**src/rtl/sync_gen_pkg.sv**
```systemverilog
package sync_gen_pkg;

  localparam int unsigned BLK_SHIFT = 3;

  // Pixels covered by a count of blocks.
  function automatic int unsigned blocks_to_pixels(input int unsigned blocks);
    return blocks << BLK_SHIFT;
  endfunction

  // True while pos lies in [start, start+len).
  function automatic logic in_span(input int unsigned pos,
                                   input int unsigned start,
                                   input int unsigned len);
    return (pos >= start) && (pos < start + len);
  endfunction

  // Active-low sync level for a sync pulse starting at position 0.
  function automatic logic sync_level_n(input int unsigned pos,
                                        input int unsigned width);
    return !(pos < width);
  endfunction

endpackage

```
**src/rtl/sync_edge_det.sv**
```systemverilog
module sync_edge_det #(
  parameter int STAGES = 2
) (
  input  logic clk,
  input  logic rst_n,
  input  logic pin_n,
  output logic fall
);
  logic [STAGES-1:0] sync_q;
  logic              prev_q;

  always_ff @(posedge clk or negedge rst_n) begin
    if (!rst_n) begin
      sync_q <= '1;
      prev_q <= 1'b1;
    end else begin
      sync_q <= {sync_q[STAGES-2:0], pin_n};
      prev_q <= sync_q[STAGES-1];
    end
  end

  assign fall = prev_q & ~sync_q[STAGES-1];
endmodule

```
**src/rtl/axis_counter.sv**
```systemverilog
module axis_counter #(
  parameter int W = 11
) (
  input  logic         clk,
  input  logic         rst_n,
  input  logic         clr,
  input  logic         adv,
  input  logic         wrap_en,
  input  logic [W-1:0] period,
  output logic [W-1:0] cnt,
  output logic         wrap
);
  logic [W:0] nxt;
  logic       at_max;

  assign nxt    = {1'b0, cnt} + {{W{1'b0}}, 1'b1};
  assign at_max = &cnt;
  assign wrap   = adv & wrap_en & (nxt >= {1'b0, period});

  always_ff @(posedge clk or negedge rst_n) begin
    if (!rst_n)                 cnt <= '0;
    else if (clr || wrap)       cnt <= '0;
    else if (adv && !at_max)    cnt <= nxt[W-1:0];
  end
endmodule

```
**src/rtl/sync_window.sv**
```systemverilog
module sync_window
  import sync_gen_pkg::*;
#(
  parameter int W = 11
) (
  input  logic [W-1:0] pos,
  input  logic [W-1:0] sync_len,
  input  logic [W-1:0] lead,
  input  logic [W:0]   span,
  output logic         sync_n,
  output logic         active
);
  assign sync_n = sync_level_n(32'(pos), 32'(sync_len));
  assign active = in_span(32'(pos), 32'(lead), 32'(span));
endmodule

```
**src/rtl/sync_frame_timer.sv**
```systemverilog
module sync_frame_timer
  import sync_gen_pkg::*;
#(
  parameter int PIX_W       = 11,
  parameter int LINE_W      = 11,
  parameter int SYNC_STAGES = 2
) (
  input  logic                     clk,
  input  logic                     rst_n,
  input  logic                     master_en,
  input  logic [PIX_W-1:0]         h_total,
  input  logic [PIX_W-1:0]         h_sync_len,
  input  logic [PIX_W-1:0]         h_lead,
  input  logic [PIX_W-BLK_SHIFT-1:0] h_blocks,
  input  logic [LINE_W-1:0]        v_total,
  input  logic [LINE_W-1:0]        v_sync_len,
  input  logic [LINE_W-1:0]        v_lead,
  input  logic [LINE_W-1:0]        v_lines,
  input  logic                     hsync_in_n,
  input  logic                     vsync_in_n,
  output logic                     hsync_out_n,
  output logic                     vsync_out_n,
  output logic                     sync_oe,
  output logic                     pix_valid,
  output logic [PIX_W-1:0]         h_pos,
  output logic [LINE_W-1:0]        v_pos
);
  localparam int NUM_AXES = 2;

  // Named internal events, visible to the bound checker.
  logic [NUM_AXES-1:0] pin_n;
  logic [NUM_AXES-1:0] fall_evt;
  logic h_fall_evt, v_fall_evt;
  logic h_wrap_evt, v_wrap_evt;
  logic h_sync_n, v_sync_n;
  logic h_act, v_act;
  logic [PIX_W:0]  h_span;
  logic [LINE_W:0] v_span;

  assign pin_n = {vsync_in_n, hsync_in_n};

  for (genvar g = 0; g < NUM_AXES; g++) begin : g_edge
    sync_edge_det #(.STAGES(SYNC_STAGES)) u_det (
      .clk  (clk),
      .rst_n(rst_n),
      .pin_n(pin_n[g]),
      .fall (fall_evt[g])
    );
  end

  assign h_fall_evt = fall_evt[0];
  assign v_fall_evt = fall_evt[1];

  axis_counter #(.W(PIX_W)) u_hcnt (
    .clk    (clk),
    .rst_n  (rst_n),
    .clr    (!master_en && h_fall_evt),
    .adv    (1'b1),
    .wrap_en(master_en),
    .period (h_total),
    .cnt    (h_pos),
    .wrap   (h_wrap_evt)
  );

  axis_counter #(.W(LINE_W)) u_vcnt (
    .clk    (clk),
    .rst_n  (rst_n),
    .clr    (!master_en && v_fall_evt),
    .adv    (master_en ? h_wrap_evt : h_fall_evt),
    .wrap_en(master_en),
    .period (v_total),
    .cnt    (v_pos),
    .wrap   (v_wrap_evt)
  );

  assign h_span = (PIX_W+1)'(blocks_to_pixels(32'(h_blocks)));
  assign v_span = {1'b0, v_lines};

  sync_window #(.W(PIX_W)) u_hwin (
    .pos     (h_pos),
    .sync_len(h_sync_len),
    .lead    (h_lead),
    .span    (h_span),
    .sync_n  (h_sync_n),
    .active  (h_act)
  );

  sync_window #(.W(LINE_W)) u_vwin (
    .pos     (v_pos),
    .sync_len(v_sync_len),
    .lead    (v_lead),
    .span    (v_span),
    .sync_n  (v_sync_n),
    .active  (v_act)
  );

  assign sync_oe     = master_en;
  assign hsync_out_n = master_en ? h_sync_n : 1'b1;
  assign vsync_out_n = master_en ? v_sync_n : 1'b1;
  assign pix_valid   = h_act & v_act;
endmodule

```
**config.mk**
```make
export PLATFORM = sky130hd
export DESIGN_NAME = sync_frame_timer
export DESIGN_NICKNAME = d
export VERILOG_FILES = /design/src/rtl/sync_gen_pkg.sv /design/src/rtl/sync_edge_det.sv /design/src/rtl/axis_counter.sv /design/src/rtl/sync_window.sv /design/src/rtl/sync_frame_timer.sv
export SDC_FILE = /design/constraint.sdc
export NUM_CORES = 1
export LEC_CHECK = 0
export BUFFER_PORTS_ARGS = -buffer_cell sky130_fd_sc_hd__buf_2
export CAP_MARGIN = 20
export CORE_ASPECT_RATIO = 0.7
export CORE_MARGIN = 4
export CORE_UTILIZATION = 40
export DETAILED_ROUTE_END_ITERATION = 7
export PLACE_DENSITY_LB_ADDON = 0.25
export SYNTH_ARGS = -nofsm -noshare
export SYNTH_HDL_FRONTEND = slang
export SYNTH_SLANG_ARGS = --single-unit
```
**constraint.sdc**
```tcl
create_clock -name clk -period 10.2 [get_ports clk]
set_clock_uncertainty 0.05 [all_clocks]
set_input_delay 1.02 -clock clk [delete_from_list [all_inputs] [get_ports clk]]
set_output_delay 1.02 -clock clk [all_outputs]
set_load 0.01 [all_outputs]
```
==> results of run 1 <==
## cell usage after synthesis (6+ instances only)
| master | n | area share (%) |
|---|---|---|
| a211oi_1 | 6 | 1.1 |
| a21o_1 | 14 | 2.6 |
| a21oi_1 | 36 | 4.4 |
| dfrtp_1 | 22 | 13 |
| dfstp_2 | 6 | 3.8 |
| ha_1 | 103 | 31 |
| inv_1 | 84 | 7.7 |
| nand2_1 | 27 | 2.5 |
| nand3_1 | 22 | 2.7 |
| nor2_1 | 32 | 2.9 |
| o21a_1 | 10 | 1.8 |
| o21ai_0 | 10 | 1.2 |
| xnor2_1 | 20 | 4.3 |
| xor2_1 | 21 | 4.5 |
## stage by stage
| stage | std cells | instance area [sq um] | power, W | hold WS, ns | setup WS, ns |
|---|---|---|---|---|---|
| after floorplan | 494 | 4100 | 0.000354 | 0.295 | 4.94 |
| after global placement | 729 | 4790 | 0.000436 | 0.297 | 4.70 |
| after detailed placement | 729 | 4790 | 0.000449 | 0.303 | 4.58 |
| after CTS | 733 | 4900 | 0.000569 | 0.311 | 4.56 |
| after global routing | 733 | 4900 | 0.000620 | 0.316 | 4.27 |
| final | 733 | 4900 | 0.000564 | 0.309 | 4.57 |
## logic make-up after synthesis
kind of cell	count (synthesis)
xor gates and xnor gates	41
and+or+nand+nor	115
adders and majority gates	105
DFF	28
buffers and inverters	92
AOI/OAI and AO/OA	112
muxes	1
## routing by layer
layer / up-vias / routed length (um) / global-route usage [%] / part of all wire, %
li1: 1951 / - / - / -
met5: - / 0 / 0 / 0
met2: 84 / 4740 / 28.3 / 44
met4: 0 / 40 / 2.97 / 0.37
met1: 1707 / 5440 / 26.4 / 51
met3: 4 / 471 / 1.84 / 4.4
## flip-flops by register name, indices dropped and copies added (netlist names)
register	flops
u_hcnt.cnt	11
u_vcnt.cnt	11
g_edge.u_det.sync_q	4
g_edge.u_det.prev_q	2
## layout make-up
cell class | instances | share of cell area, %
flip-flops and latches | 28 | 14.5
well taps | 128 | 3.27
inverters | 84 | 6.44
clock buffers | 3 | 1.53
repair buffers | 115 | 11.7
clock inverters | 1 | 0.613
multi-input cells | 374 | 62.0
## worst register-to-register path, cell delays in order (launching register included)
cell     delay, ns
dfrtp_1       0.48
ha_1          0.25
nand2_1       0.07
nor2_1        0.21
nand2_1       0.09
nor2_1        0.29
xnor2_1       0.13
ha_1          0.30
and3_2        0.20
nand3_1       0.09
o32ai_1       0.22
a211o_1       0.61
nand3_1       0.20
xor2_1        0.18
nor2_1        0.05
## path summary, 6_finish.rpt
path                                                startpoint                                  end  slack (ns)  depth (start not counted)
min in group asynchronous                                rst_n            u_vcnt.cnt[2]$_DFFE_PN0P_        0.73                          1
max                                                  v_lead[0]                            pix_valid        4.57                         17
max in group asynchronous                                rst_n            u_vcnt.cnt[6]$_DFFE_PN0P_        8.95                          1
max reg2reg                          u_hcnt.cnt[0]$_DFFE_PN0P_            u_vcnt.cnt[9]$_DFFE_PN0P_        6.66                         14
min                        g_edge[1].u_det.sync_q[0]$_DFF_PN1_  g_edge[1].u_det.sync_q[1]$_DFF_PN1_        0.31                          0
min reg2reg                g_edge[1].u_det.sync_q[0]$_DFF_PN1_  g_edge[1].u_det.sync_q[1]$_DFF_PN1_        0.31                          0
## report_power, final
group / switching [W] / leakage, nW / total (W) / internal [W]
sequential: 0.0000363 / 0.357 / 0.000163 / 0.000127
combinational: 0.000145 / 2.50 / 0.000283 / 0.000138
clock: 0.0000390 / 0.0511 / 0.000117 / 0.0000782
==> flow_metrics.tcl, run 1 <==
set metrics [dict create \
    status "completed" \
    drv_slew 0 \
    synthAdderAreaFrac_pct 32.4 \
    hp-class "reg -> reg" \
    max_slew_margin_pct 52.1 \
    grt_pass1_wl_um 17800 \
    grt_max_degree 29 \
    cp_data_required_time_ns 9.13 \
    layout_commonest_cell "buf_2" \
    critical_path_class "in -> out" \
    first_pass_iters 4 \
    setup-violations-final 0 \
    synthXorXnorAreaFrac_pct 8.75 \
    die_area_sq_um 12000 \
    track_usage_pct 17.8 \
    synth_top_family_by_area "adder cells" \
    routed_via_density 5.11 \
    peakVddDrop_v 0.0000457 \
    syn_nets 689 \
    synth-seq-cells 28 \
    io_pins 116 \
    die_w_um 129 \
    final.setup.tns_ns 0 \
    ctsHoldBuffers 0 \
    cp-start-kind "primary input" \
    dp_hpwl_um 9200 \
    finalCritPeriodShare_pct 55.2 \
    synthMuxAreaShare_pct 0.244 \
    grt_antenna_before_repair 0 \
    synthDistinctLibCells 58 \
    final_util_pct 49.8 \
    die_h_um 92.7 \
    synth_compound_area_share_pct 18.9 \
    dr.first_iter.drc_count 143 \
    crit_slowest_cell "a2111oi_2" \
    num-nets-final 801 \
    yosys_warnings 0 \
    final_cell_mix "buf_2, ha_1, inv_1" \
    hold_viol_final 0 \
    worstPathArrival_ns 4.56 \
    finalWeightedCongestion 0.868 \
    p_leak_nw 2.91 \
    critPathBufInv 2 \
    drt_wl_total_um 10700 \
    cp_cell_sequence "buf_2, ha_1, fa_1, a21o_1, a21oi_1, o21bai_1, a2111oi_2, o31ai_1, a21oi_1, xor2_1, ha_1, and4b_1, o21ai_0, o22a_1, a32oi_1, a2111oi_1, buf_2" \
    clock_path_buffers 2 \
    cts_buffers 3 \
    initial_core_util_pct 41.7 \
    synth_ff_type "dfrtp_1" \
    drive_gt1_share_pct 22.1 \
    io_buffers 115 \
    maxCapViolations 0 \
    syn_inst 494 \
    multi_input_area_sq_um 3040 \
    syn_avg_cell_area_sq_um 8.31 \
    grt_pass1_vias 3759 \
    cts_tree "built" \
    post_cts_resized 0 \
    ys_seq_area_share_pct 17.3 \
    power_density_nw_per_um2 115 \
    overflow 0 \
    rows 30 \
    seqCellArea_sq_um 708 \
    root_buffer "clkbuf_16" \
    cts_setup_buffers 0 \
    htree_levels 1 \
    fmax_mhz 177 \
    rsz0062_at_grt "false" \
    vias 3746 \
    yosys.area_share.simple_pct 13.7 \
    clk_latency_ns 0.27 \
    drc_errors 0 \
    coreArea_sq_um 9830 \
    synth_area_sq_um 4100 \
    cp_top_family "compound AO/OA/AOI/OAI gates" \
    path_clk_slew_ns 0.07 \
    synthArstFlopShare_pct 100 \
    synth-edff-count 0 \
    crit_fanout 2 \
    layout_min_cycle_time_ns 5.63 \
    ant_nets 0 \
    diodes 0 \
    wl_per_cell_um 14.6 \
    num-fill-cells 994 \
    area_delta_synth_final_pct 19.4 \
    cp-end-kind "output pin" \
    worst_slew_pin_slew_ns 0.719 \
    cts_sinks 28 \
    max_stage_delay_ns 0.42 \
]
Power figures use the tool's default switching activity.
==> run 2: changes to the inputs <==
==> constraint.sdc (replaced) <==
create_clock -name clk -period 5.1 [get_ports clk]
set_clock_uncertainty 0.05 [all_clocks]
set_input_delay 0.51 -clock clk [delete_from_list [all_inputs] [get_ports clk]]
set_output_delay 0.51 -clock clk [all_outputs]
set_load 0.01 [all_outputs]
==> run 2 against run 1 <==
  * Clock power up 100%
  * First-iteration DRC count down 12%
  * Clock-buffer cell count unchanged
  * Hold slack got worse by 0.089 ns
  * Global-route usage is 0.16 points higher
  * Via count grew 1.6%
  * Register-to-register slack worse by 5.2 ns
  * Non-clock buffer count did not move
  * Sequential share of layout area about the same
  * Combinational power rose by 100%
  * Critical path type unchanged
  * Largest power group unchanged
  * Highest routed layer unchanged
==> flow_metrics.tcl, run 2 (synthesized netlist as in run 1, its figures left out) <==
set metrics [dict create \
    die_h_um 92.7 \
    worst_slew_pin_slew_ns 0.748 \
    vias 3806 \
    cts_sinks 28 \
    wl_met1_um 5430 \
    initial_core_util_pct 41.7 \
    ctsHoldBuffers 0 \
    final.setup.tns_ns 0 \
    grt_pass1_vias 3762 \
    multi_input_area_sq_um 3040 \
    htree_levels 1 \
    grt_pass1_wl_um 17900 \
    reg_top3 "u_hcnt.cnt: 11 flops, u_vcnt.cnt: 11 flops, g_edge.u_det.sync_q: 4 flops" \
    hp-class "in -> async" \
    status "completed" \
    rows 30 \
    p_sw_share_pct 39.1 \
    final_cell_mix "buf_2, ha_1, inv_1" \
    num-nets-final 801 \
    dr_wl_met2_um 4790 \
    drc_errors 0 \
    num-fill-cells 976 \
    maxCapViolations 0 \
    timing.hold.ws_ns 0.220 \
    rsz0062_at_grt "false" \
    routed_via_density 5.19 \
    wl_per_cell_um 14.7 \
    power_frac_comb_pct 50.2 \
    cp-start-kind "primary input" \
    clock_path_buffers 2 \
    peakVddDrop_v 0.0000852 \
    cp_data_required_time_ns 4.54 \
    cts_setup_buffers 0 \
    area_delta_synth_final_pct 19.5 \
    p_seq_share_pct 29.0 \
    power_density_nw_per_um2 230 \
    io_pins 116 \
    layout_commonest_cell "buf_2" \
    drt_wl_total_um 10800 \
    root_buffer "clkbuf_16" \
    finalWeightedCongestion 0.869 \
    internal_power_w 0.000686 \
    clkPwrFrac_pct 20.8 \
    hold_viol_final 0 \
    ant_nets 0 \
    clk_latency_ns 0.27 \
    p_leak_nw 2.91 \
    layout_min_cycle_time_ns 4.67 \
    fmax_mhz 214 \
    coreArea_sq_um 9830 \
    io_buffers 115 \
    switching_power_w 0.000441 \
    top_layer_used "met4" \
    crit_fanout 2 \
    post_cts_resized 0 \
    seqCellArea_sq_um 708 \
    cp-end-kind "output pin" \
    grt_max_degree 29 \
    first_pass_iters 4 \
    track_usage_pct 18.0 \
    critical_path_class "in -> out" \
    grt_antenna_before_repair 1 \
    path_clk_slew_ns 0.07 \
    drive_gt1_share_pct 22.1 \
    drv_slew 0 \
    worstPathArrival_ns 4.11 \
    met3_length_um 501 \
    cts_tree "built" \
    setup-violations-final 0 \
    finalCritPeriodShare_pct 91.6 \
    die_area_sq_um 12000 \
    dr.first_iter.drc_count 126 \
    overflow 0 \
    max_slew_margin_pct 50.1 \
    dp_hpwl_um 9200 \
    cts_buffers 3 \
    die_w_um 129 \
]
-- run 2: routing by layer --
layer	track usage, %	up-vias
met1	27.1	1736
met4	3.32	0
met2	28.1	106
met5	0	-
met3	1.44	5
li1	-	1959
-- run 2: final cells by class --
cell class | instances | area share [%]
Clock buffer | 3 | 1.53
Antenna cell | 1 | 0.0510
Tap cell | 128 | 3.27
Timing Repair Buffer | 115 | 11.7
Sequential cell | 28 | 14.4
Inverter | 84 | 6.43
Multi-Input combinational cell | 374 | 61.9
Clock inverter | 1 | 0.613
-- run 2: worst max-delay path, cell delays in order --
cell	delay [ns]
buf_2	0.11
ha_1	0.23
fa_1	0.41
a21o_1	0.17
a21oi_1	0.24
o21bai_1	0.13
a2111oi_2	0.42
o31ai_1	0.14
a21oi_1	0.19
xor2_1	0.16
ha_1	0.26
and4b_1	0.20
o21ai_0	0.10
o22a_1	0.17
a32oi_1	0.05
a2111oi_1	0.41
buf_2	0.20
-- run 2: stage by stage --
stage,power (W),worst slack (ns),area [sq um],utilization [%],cells
5_1_grt,0.00124,0.205,4900,49.8,734
2_1_floorplan,0.000707,0.861,4100,-,494
3_3_place_gp,0.000873,0.624,4790,48.8,729
4_1_cts,0.00114,0.411,4900,49.8,733
3_5_place_dp,0.000895,0.429,4790,48.8,729
6_report,0.00113,0.429,4900,49.8,734
-- run 2: final timing paths --
check | to | start | slack (ns) | cells past startpoint
worst max-delay path | pix_valid | v_lead[0] | 0.43 | 17
worst min-delay path | u_vcnt.cnt[2]$_DFFE_PN0P_ | rst_n | 0.22 | 1
worst max register to register | u_vcnt.cnt[7]$_DFFE_PN0P_ | u_hcnt.cnt[0]$_DFFE_PN0P_ | 1.50 | 14
worst min register to register | g_edge[1].u_det.sync_q[1]$_DFF_PN1_ | g_edge[1].u_det.sync_q[0]$_DFF_PN1_ | 0.31 | 0
max in group asynchronous | u_vcnt.cnt[9]$_DFFE_PN0P_ | rst_n | 4.35 | 1
min in group clk | g_edge[1].u_det.sync_q[0]$_DFF_PN1_ | vsync_in_n | 0.29 | 1
-- run 2: power groups by stage --
stage          clock network (W)  registers, W  logic (W)
2_1_floorplan                  0      0.000318   0.000390
3_3_place_gp                   0      0.000329   0.000544
3_5_place_dp                   0      0.000330   0.000566
4_1_cts                 0.000239      0.000326   0.000571
5_1_grt                 0.000252      0.000336   0.000650
6_report                0.000235      0.000327   0.000566
